[src/rtl/irq_dispatch_pkg.sv]
package irq_dispatch_pkg;
   typedef enum logic [2:0] {
      CLS_NONE   = 3'd0,
      CLS_LEVEL  = 3'd1,
      CLS_KERNEL = 3'd2,
      CLS_USER   = 3'd3,
      CLS_DOUBLE = 3'd4
   } exc_class_e;
endpackage

[src/rtl/irq_accept.sv]
module irq_accept #(
   parameter int NLEVELS = 6,
   parameter int NLINES  = 32,
   parameter int LVLW    = 4
) (
   input  logic [LVLW-1:0]           pend,
   input  logic [LVLW-1:0]           cur_lvl,
   input  logic [NLINES-1:0]         lines_set,
   input  logic [NLINES-1:0]         lines_en,
   input  logic [NLEVELS*NLINES-1:0] mask,
   output logic                      accept
);
   localparam int HITW = NLEVELS + 1;

   logic [HITW-1:0] hit;
   logic            hit_sel;
   logic            in_range;
   logic            above;

   assign hit[0] = 1'b0;
   for (genvar g = 1; g <= NLEVELS; g++) begin : g_lvl
      assign hit[g] = |(mask[(g-1)*NLINES +: NLINES] & lines_set & lines_en);
   end

   always_comb begin
      hit_sel = 1'b0;
      for (int i = 0; i < HITW; i++) begin
         if (int'(pend) == i) hit_sel = hit[i];
      end
   end

   assign in_range = int'(pend) <= NLEVELS;
   assign above    = pend > cur_lvl;
   assign accept   = above && in_range && hit_sel;
endmodule

[src/rtl/irq_vector_gen.sv]
module irq_vector_gen
   import irq_dispatch_pkg::*;
#(
   parameter int              XLEN           = 32,
   parameter int              LVLW           = 4,
   parameter bit              RELOC_VEC      = 1'b1,
   parameter logic [XLEN-1:0] DEF_VECBASE    = 'h2000_0000,
   parameter logic [XLEN-1:0] LVL_VEC_OFS    = 'h180,
   parameter logic [XLEN-1:0] LVL_VEC_STRIDE = 'h40,
   parameter logic [XLEN-1:0] KERN_OFS       = 'h300,
   parameter logic [XLEN-1:0] USER_OFS       = 'h340,
   parameter logic [XLEN-1:0] DBL_OFS        = 'h3C0
) (
   input  logic [LVLW-1:0] lvl,
   input  exc_class_e      cls,
   input  logic [XLEN-1:0] vecbase,
   output logic [XLEN-1:0] vec
);
   logic [XLEN-1:0] base;
   logic [XLEN-1:0] offs;
   logic [XLEN-1:0] lvl_w;

   if (RELOC_VEC) begin : g_reloc
      assign base = vecbase;
   end else begin : g_fixed
      assign base = DEF_VECBASE;
   end

   assign lvl_w = XLEN'(lvl);

   always_comb begin
      unique case (cls)
         CLS_KERNEL: offs = KERN_OFS;
         CLS_USER:   offs = USER_OFS;
         CLS_DOUBLE: offs = DBL_OFS;
         CLS_LEVEL:  offs = LVL_VEC_OFS + (lvl_w - XLEN'(2)) * LVL_VEC_STRIDE;
         default:    offs = '0;
      endcase
   end

   assign vec = base + offs;
endmodule

[src/rtl/irq_save_bank.sv]
module irq_save_bank #(
   parameter int XLEN     = 32,
   parameter int NLEVELS  = 6,
   parameter bit HAS_DEPC = 1'b1
) (
   input  logic                        clk,
   input  logic                        rst_n,
   input  logic [NLEVELS-1:0]          epc_we,
   input  logic [NLEVELS-2:0]          eps_we,
   input  logic                        depc_we,
   input  logic [XLEN-1:0]             pc_d,
   input  logic [XLEN-1:0]             ps_d,
   output logic [NLEVELS*XLEN-1:0]     epc_q,
   output logic [(NLEVELS-1)*XLEN-1:0] eps_q,
   output logic [XLEN-1:0]             depc_q
);
   for (genvar g = 0; g < NLEVELS; g++) begin : g_epc
      logic [XLEN-1:0] r;
      always_ff @(posedge clk or negedge rst_n) begin
         if (!rst_n)         r <= '0;
         else if (epc_we[g]) r <= pc_d;
      end
      assign epc_q[g*XLEN +: XLEN] = r;
   end

   for (genvar g = 0; g < NLEVELS-1; g++) begin : g_eps
      logic [XLEN-1:0] r;
      always_ff @(posedge clk or negedge rst_n) begin
         if (!rst_n)         r <= '0;
         else if (eps_we[g]) r <= ps_d;
      end
      assign eps_q[g*XLEN +: XLEN] = r;
   end

   if (HAS_DEPC) begin : g_depc
      logic [XLEN-1:0] r;
      always_ff @(posedge clk or negedge rst_n) begin
         if (!rst_n)       r <= '0;
         else if (depc_we) r <= pc_d;
      end
      assign depc_q = r;
   end else begin : g_no_depc
      assign depc_q = '0;
   end
endmodule

[src/rtl/irq_dispatch.sv]
module irq_dispatch
   import irq_dispatch_pkg::*;
#(
   parameter int              XLEN           = 32,
   parameter int              NLINES         = 32,
   parameter int              NLEVELS        = 6,
   parameter int              LVLW           = 4,
   parameter int              CAUSEW         = 8,
   parameter logic [CAUSEW-1:0] L1_CAUSE     = 'd4,
   parameter bit              HAS_DEPC       = 1'b1,
   parameter bit              RELOC_VEC      = 1'b1,
   parameter logic [XLEN-1:0] DEF_VECBASE    = 'h2000_0000,
   parameter logic [XLEN-1:0] LVL_VEC_OFS    = 'h180,
   parameter logic [XLEN-1:0] LVL_VEC_STRIDE = 'h40,
   parameter logic [XLEN-1:0] KERN_OFS       = 'h300,
   parameter logic [XLEN-1:0] USER_OFS       = 'h340,
   parameter logic [XLEN-1:0] DBL_OFS        = 'h3C0
) (
   input  logic                        clk,
   input  logic                        rst_n,
   input  logic [LVLW-1:0]             pend_level,
   input  logic [NLINES-1:0]           int_set,
   input  logic [NLINES-1:0]           int_enable,
   input  logic [NLEVELS*NLINES-1:0]   level_mask,
   input  logic [XLEN-1:0]             status_in,
   input  logic [XLEN-1:0]             pc_in,
   input  logic [XLEN-1:0]             vecbase_in,
   output logic                        taken,
   output logic [XLEN-1:0]             status_out,
   output logic [XLEN-1:0]             new_pc,
   output logic [2:0]                  exc_class,
   output logic [CAUSEW-1:0]           exc_cause,
   output logic [NLEVELS*XLEN-1:0]     epc_flat,
   output logic [(NLEVELS-1)*XLEN-1:0] eps_flat,
   output logic [XLEN-1:0]             depc_out
);
   localparam int EXCM_BIT = LVLW;
   localparam int UM_BIT   = LVLW + 1;

   if (NLEVELS < 2 || NLEVELS >= (1 << LVLW)) begin : g_chk_lvl
      $error("NLEVELS must fit the level field and be at least 2");
   end
   if (XLEN <= UM_BIT) begin : g_chk_xlen
      $error("status word too narrow for mode bits");
   end

   logic            accept;
   logic            is_l1;
   logic            is_hi;
   logic            excm;
   logic            umode;
   exc_class_e      cls_n;
   logic [XLEN-1:0] ps_n;
   logic [XLEN-1:0] vec;
   logic [NLEVELS-1:0] epc_we;
   logic [NLEVELS-2:0] eps_we;
   logic            depc_we;

   logic            taken_q;
   logic [XLEN-1:0] ps_q;
   logic [XLEN-1:0] pc_q;
   exc_class_e      cls_q;
   logic [CAUSEW-1:0] cause_q;

   irq_accept #(
      .NLEVELS(NLEVELS), .NLINES(NLINES), .LVLW(LVLW)
   ) u_accept (
      .pend      (pend_level),
      .cur_lvl   (status_in[LVLW-1:0]),
      .lines_set (int_set),
      .lines_en  (int_enable),
      .mask      (level_mask),
      .accept    (accept)
   );

   assign excm  = status_in[EXCM_BIT];
   assign umode = status_in[UM_BIT];
   assign is_l1 = accept && (pend_level == LVLW'(1));
   assign is_hi = accept && (pend_level != LVLW'(1));

   always_comb begin
      if (is_hi)            cls_n = CLS_LEVEL;
      else if (!is_l1)      cls_n = CLS_NONE;
      else if (excm)        cls_n = CLS_DOUBLE;
      else if (umode)       cls_n = CLS_USER;
      else                  cls_n = CLS_KERNEL;
   end

   always_comb begin
      ps_n = status_in;
      ps_n[EXCM_BIT] = 1'b1;
      if (is_hi) ps_n[LVLW-1:0] = pend_level;
   end

   irq_vector_gen #(
      .XLEN(XLEN), .LVLW(LVLW), .RELOC_VEC(RELOC_VEC),
      .DEF_VECBASE(DEF_VECBASE), .LVL_VEC_OFS(LVL_VEC_OFS),
      .LVL_VEC_STRIDE(LVL_VEC_STRIDE), .KERN_OFS(KERN_OFS),
      .USER_OFS(USER_OFS), .DBL_OFS(DBL_OFS)
   ) u_vec (
      .lvl     (pend_level),
      .cls     (cls_n),
      .vecbase (vecbase_in),
      .vec     (vec)
   );

   assign epc_we[0] = is_l1 && (!excm || !HAS_DEPC);
   for (genvar g = 1; g < NLEVELS; g++) begin : g_we
      assign epc_we[g]   = is_hi && (pend_level == LVLW'(g + 1));
      assign eps_we[g-1] = is_hi && (pend_level == LVLW'(g + 1));
   end
   assign depc_we = is_l1 && excm && HAS_DEPC;

   irq_save_bank #(
      .XLEN(XLEN), .NLEVELS(NLEVELS), .HAS_DEPC(HAS_DEPC)
   ) u_bank (
      .clk     (clk),
      .rst_n   (rst_n),
      .epc_we  (epc_we),
      .eps_we  (eps_we),
      .depc_we (depc_we),
      .pc_d    (pc_in),
      .ps_d    (status_in),
      .epc_q   (epc_flat),
      .eps_q   (eps_flat),
      .depc_q  (depc_out)
   );

   always_ff @(posedge clk or negedge rst_n) begin
      if (!rst_n) begin
         taken_q <= 1'b0;
         ps_q    <= '0;
         pc_q    <= '0;
         cls_q   <= CLS_NONE;
         cause_q <= '0;
      end else begin
         taken_q <= accept;
         if (accept) begin
            ps_q  <= ps_n;
            pc_q  <= vec;
            cls_q <= cls_n;
         end
         if (is_l1) cause_q <= L1_CAUSE;
      end
   end

   assign taken      = taken_q;
   assign status_out = ps_q;
   assign new_pc     = pc_q;
   assign exc_class  = cls_q;
   assign exc_cause  = cause_q;
endmodule

[config.mk]
export PLATFORM = sky130hd
export DESIGN_NAME = irq_dispatch
export DESIGN_NICKNAME = d
export VERILOG_FILES = /design/src/rtl/irq_dispatch_pkg.sv /design/src/rtl/irq_accept.sv /design/src/rtl/irq_vector_gen.sv /design/src/rtl/irq_save_bank.sv /design/src/rtl/irq_dispatch.sv
export SDC_FILE = /design/constraint.sdc
export NUM_CORES = 1
export LEC_CHECK = 0
export ABC_AREA = 1
export BUFFER_PORTS_ARGS = -buffer_cell sky130_fd_sc_hd__buf_2
export CORE_AREA = 2 2 317 319
export CTS_CLUSTER_SIZE = 10
export DETAILED_ROUTE_END_ITERATION = 16
export DIE_AREA = 0 0 319 321
export PLACE_DENSITY = 0.45
export SYNTH_ARGS = -nofsm -noshare
export SYNTH_HDL_FRONTEND = slang
export SYNTH_SLANG_ARGS = --single-unit
[constraint.sdc]
create_clock -name clk -period 1.04 [get_ports clk]
set_input_delay 0.104 -clock clk [delete_from_list [all_inputs] [get_ports clk]]
set_output_delay 0.104 -clock clk [all_outputs]
set_load 0.1 [all_outputs]
# == After elaboration in Yosys (flattened, before gate mapping) ==
# Cells that the tools add are included.
# totals
out_inout_bits,460
reg_bits,453
in_bits,358
# classes
bitwise_logic,12
n_mux,12
order_cmp,2
eq_ne,17
addsub,3
reduce_logical,18
# ops
operator,n
AND 32 bit,12
OR reduction 32 bit,6
one-hot mux 32 bit (4 select lines),1
adder 32 bit,1
adder 9 x 32 -> 32 bit (first input constant),1
equality test 4 x 3 -> 1 bit (second input constant),5
equality test 4 x 2 -> 1 bit (second input constant),3
equality test 4 bit (second input constant),3
logical AND 1 bit,11
2-to-1 mux 3 bit,3
2-to-1 mux 1 bit,7
equality test 3 x 2 -> 1 bit (second input constant),2
subtractor 4 x 2 -> 5 bit (second input constant),1
equality test 4 x 1 -> 1 bit (second input constant),1
greater-than comparator 4 bit,1
<= comparator 4 x 3 -> 1 bit (second input constant),1
2-to-1 mux 4 bit,1
inequality test 4 x 1 -> 1 bit (second input constant),1
equality test 3 x 1 -> 1 bit (second input constant),1
equality test 3 bit (second input constant),1
zero test 1 bit,1

# == Longest topological paths before layout ==
# logic_depth
ltp_word,16
mapped_depth,34
mapped_depth_nobuf,33

# == By module ==
# A second synthesis with hierarchy kept.
# hier_totals
cells_unflattened,2709
area_unflattened_um2,21695.8
# by_module_without_submodules
mod,area_each_um2,seq_area_each_um2,cells_each,n_inst
irq_save_bank,15085.7,9609.2,1632,1
irq_dispatch,2805.2,1726.7,320,1
irq_vector_gen,2009.4,0.0,356,1
irq_accept,1795.5,0.0,401,1

# == Worst setup path after synthesis ==
# OpenSTA, ideal clock, no wires.
# synth_path
path_kind,input-to-reg
start,input pend_level[1]
end,register pc_q[22] (netlist: new_pc[22])
path_slack_ps,-2870
path_stages,30
path_buffers,2
required_ps,957
arrival_ps,3828
setup_time_ps,83
path_cell_list,buf_2 > inv_2 > nand2_1 > nor2_4 > nand2_1 > nand2_1 > nand2_1 > nand2_1 > nand2_1 > nand2_1 > nand2_1 > a21oi_4 > nand2_2 > inv_2 > nand2_1 > clkbuf_1 > o211ai_1 > ha_1 > inv_1 > fa_1 > o21ai_0 > a21boi_0 > inv_1 > nand2_1 > nand2_1 > a21oi_1 > o31ai_1 > a21boi_0 > xor2_1 > o21ai_0
# synth_via
elab_chain_len,14
elab_cells_between_ends,30
# synth_rtl
item,line,source
start: declaration,irq_dispatch.sv:21,"input logic [LVLW-1:0] pend_level,"
branches (longest 14 deep; another with adder 9 x 32 -> 32 bit),-,
end signal: assignment,irq_dispatch.sv:140,pc_q <= vec;
end: declaration,irq_dispatch.sv:61,logic [XLEN-1:0] pc_q;
# Several ways; the timed one is not identified.
# A chain may end at the register's enable or synchronous reset.

# == Final worst setup path ==
# layout_path
start,input pend_level[3]
end,register pc_q[18] (netlist: new_pc[18])
# The elaborated chain is that of the path after synthesis.

==> impl_metrics.yaml <==
outcome:
  status: "finished with violations"
  violations: "hold timing, setup timing"
critical_path:
  critPathMostFrequentCell: "nand2_2"
  critPathKind: "in2reg"
  crit_slowest_cell: "fa_2"
  worstSetupStartpointType: "input pin"
  crit_fanout: 5
  max_stage_delay_ns: 0.36
  critPathCaptureType: "register"
  crit_buf_inv: 6
  arrival_ns: 3.56
  crit_family: "compound AO/OA/AOI/OAI gates"
  crit_required_ns: 1.56
yosys:
  synth_area_leader_cell: "dfrtp_1"
  synth_seq_cells: 453
  synthArstFlopShare: 1.00
  synth_top_cells_by_count: "nand2_1 (707), dfrtp_1 (453), o21ai_0 (255)"
  synth_top_area_share: 0.584
  synth_ff_type: "dfrtp_1"
  ys_types: 41
  syn-instance-count: 2194
  synth_warnings: 0
  syn_area_um2: 19400
  synth_area_leaders: "dfrtp_1 (58%), nand2_1 (14%), o21ai_0 (6.6%)"
  yosysMostFrequentCell: "nand2_1"
  synth-edff-count: 0
  syn_avg_cell_area_um2: 8.85
  synth_seq_area_share: 0.584
grt:
  grt_pass1_wl_mm: 143
  antenna_found_initial: 21
  grt.overflow.total: 0
  met1_usage: 0.241
  met2_usage: 0.309
  gr-max-usage-layer: "met2"
  grt_use_total: 0.189
  grt_pass1_vias: 20356
  grt_max_degree: 77
  grt_util_met3: 0.0557
cts:
  clk_pin_slew_ns: 0.06
  hold_buffers: 74
  tritoncts: "yes"
  clock-root-buffer: "clkbuf_16"
  clock_sinks: 453
  numCtsBuffers: 56
  clockBufferDepth: 3
  h-tree-depth: 2
  clk_latency_ns: 0.63
placed_design:
  port_buffers: 810
  dpl.hpwl_mm: 74.6
  gp_congestion: 0.924
min_path:
  min_path_type: "in2reg"
pwr:
  peakVddDrop_mv: 1.66
  p_leak_nw: 18.9
  p_per_area_nw_per_um2: 1930
timing:
  grt_setup_unrepaired: "true"
  timing.hold.ws_ns: -0.0637
  setup_violations: 906
  max_freq_ghz: 0.329
  fin_setup_tns_ns: -538.29
  clock_skew_ns: 0
  hold_violations: 4
  finalCritPeriodShare: 2.93
  slew_violations: 0
  period_minus_slack_ns: 3.04
  worst_slack_ns: -2.00
cells_and_area:
  nets: 3795
  area_growth_pct: 105
  final_layout_size_suffix_gt1_frac: 0.426
floorplan:
  chipHeight_um: 321
  coreArea_um2: 99300
  die_width_um: 319
  ios: 818
  rows: 116
  start_util: 0.196
  dieArea_um2: 102000
drt:
  vias: 20545
  postRouteAntennaNets: 0
  dr.pass1.iters: 5
  drt_iter0_markers: 1386
  wl_mm: 111
  drc_errors: 0
  avgViaCountPerCell: 4.33
  wl_per_cell_um: 23.3
run:
  max_cap_violations: 0
routing by layer:
metal,wire length [um],vias up,share of wire
met5,80,-,0.00072
met2,52200,720,0.47
li1,-,9661,-
met3,7960,129,0.072
met1,47700,10021,0.43
met4,2670,14,0.024
flip-flops by register name, summed over array words and instances (netlist names):
signal,cells
u_bank.depc_q,32
u_bank.g_eps.r,160
u_bank.g_epc.r,192
exc_class,3
taken,1
status_out,32
exc_cause,1
new_pc,32
final timing paths:
| path | depth (start not counted) | endpoint | slack, ns | from |
|---|---|---|---|---|
| worst max-delay path | 26 | new_pc[18] | -2.00 | pend_level[3] |
| worst min-delay path | 4 | new_pc[6] | -0.06 | vecbase_in[6] |
| worst max register to register | 1 | exc_cause[2] | 0.22 | exc_cause[2] |
| worst min register to register | 2 | exc_class[2] | 0.53 | exc_class[2] |
| max in group asynchronous | 3 | u_bank.g_epc[0].r[8] | 0.26 | rst_n |
| min in group asynchronous | 3 | u_bank.g_epc[4].r[16] | 0.09 | rst_n |
timing repair:
action,in CTS,in global routing
pin swaps,73,90
setup buffers,38,37
gates cloned,16,45
hold endpoints to repair,862,3
gates resized for setup,211,193
endpoints found under the setup margin,906,906
cell families after synthesis:
family,share of synthesized area
flops,0.584
xor+xnor,0.0104
simple gates,0.191
other cells,0.000193
compound gates,0.137
buf+inv,0.0527
fa+ha+maj,0.0242
where the power goes:
group | internal (mW) | switching, mW | total (mW) | leakage, nW
Clock | 10.6 | 7.91 | 18.5 | 0.819
Sequential | 20.0 | 2.79 | 22.8 | 6.12
Combinational | 12.2 | 23.3 | 35.5 | 11.9
Total | 42.8 | 34.0 | 76.8 | 18.9
layout make-up:
type	instances	area, um2
Clock inverter	10	114
Antenna cell	12	30.0
Multi-Input combinational cell	1507	8180
Inverter	138	552
Timing Repair Buffer	1244	16300
Tap cell	1298	1620
Fill cell	9680	59500
Sequential cell	453	11300
Clock buffer	78	1560
stage by stage:
stage | area [um2] | total power [mW] | cells | util | setup slack (ns)
6_report | 39700 | 76.8 | 4740 | 0.400 | -2.00
5_1_grt | 39700 | 79.4 | 4736 | 0.400 | -2.19
4_1_cts | 37700 | 77.2 | 4650 | 0.380 | -1.90
3_5_place_dp | 33800 | 57.5 | 4438 | 0.340 | -3.04
3_3_place_gp | 33800 | 57.4 | 4438 | 0.340 | -2.99
2_1_floorplan | 20000 | 42.0 | 2202 | - | -2.48
layout by cell type, fill, tap and decap left out, types with 12 or more instances in the layout:
cell type      Yosys  final
a21oi_1           36     20
buf_12             0    504
buf_16             0     26
buf_2             65    326
buf_4              7    219
buf_6              0     45
buf_8              0     16
clkbuf_1          30     14
clkbuf_16          0     83
dfrtp_1          453    453
diode_2            0     12
dlygate4sd3_1      0     74
ha_1              36     19
ha_4               0     16
inv_1            134    108
inv_2              4     21
nand2_1          707    646
nand2_2            1     51
nand3_1          107     88
nand3_2            0     16
nand4_1           28     28
nor2_1            53     40
o21ai_0          255    110
o21ai_1          199    327
o21ai_2            0     17
No activity file was read; power rests on OpenSTA's default activity.
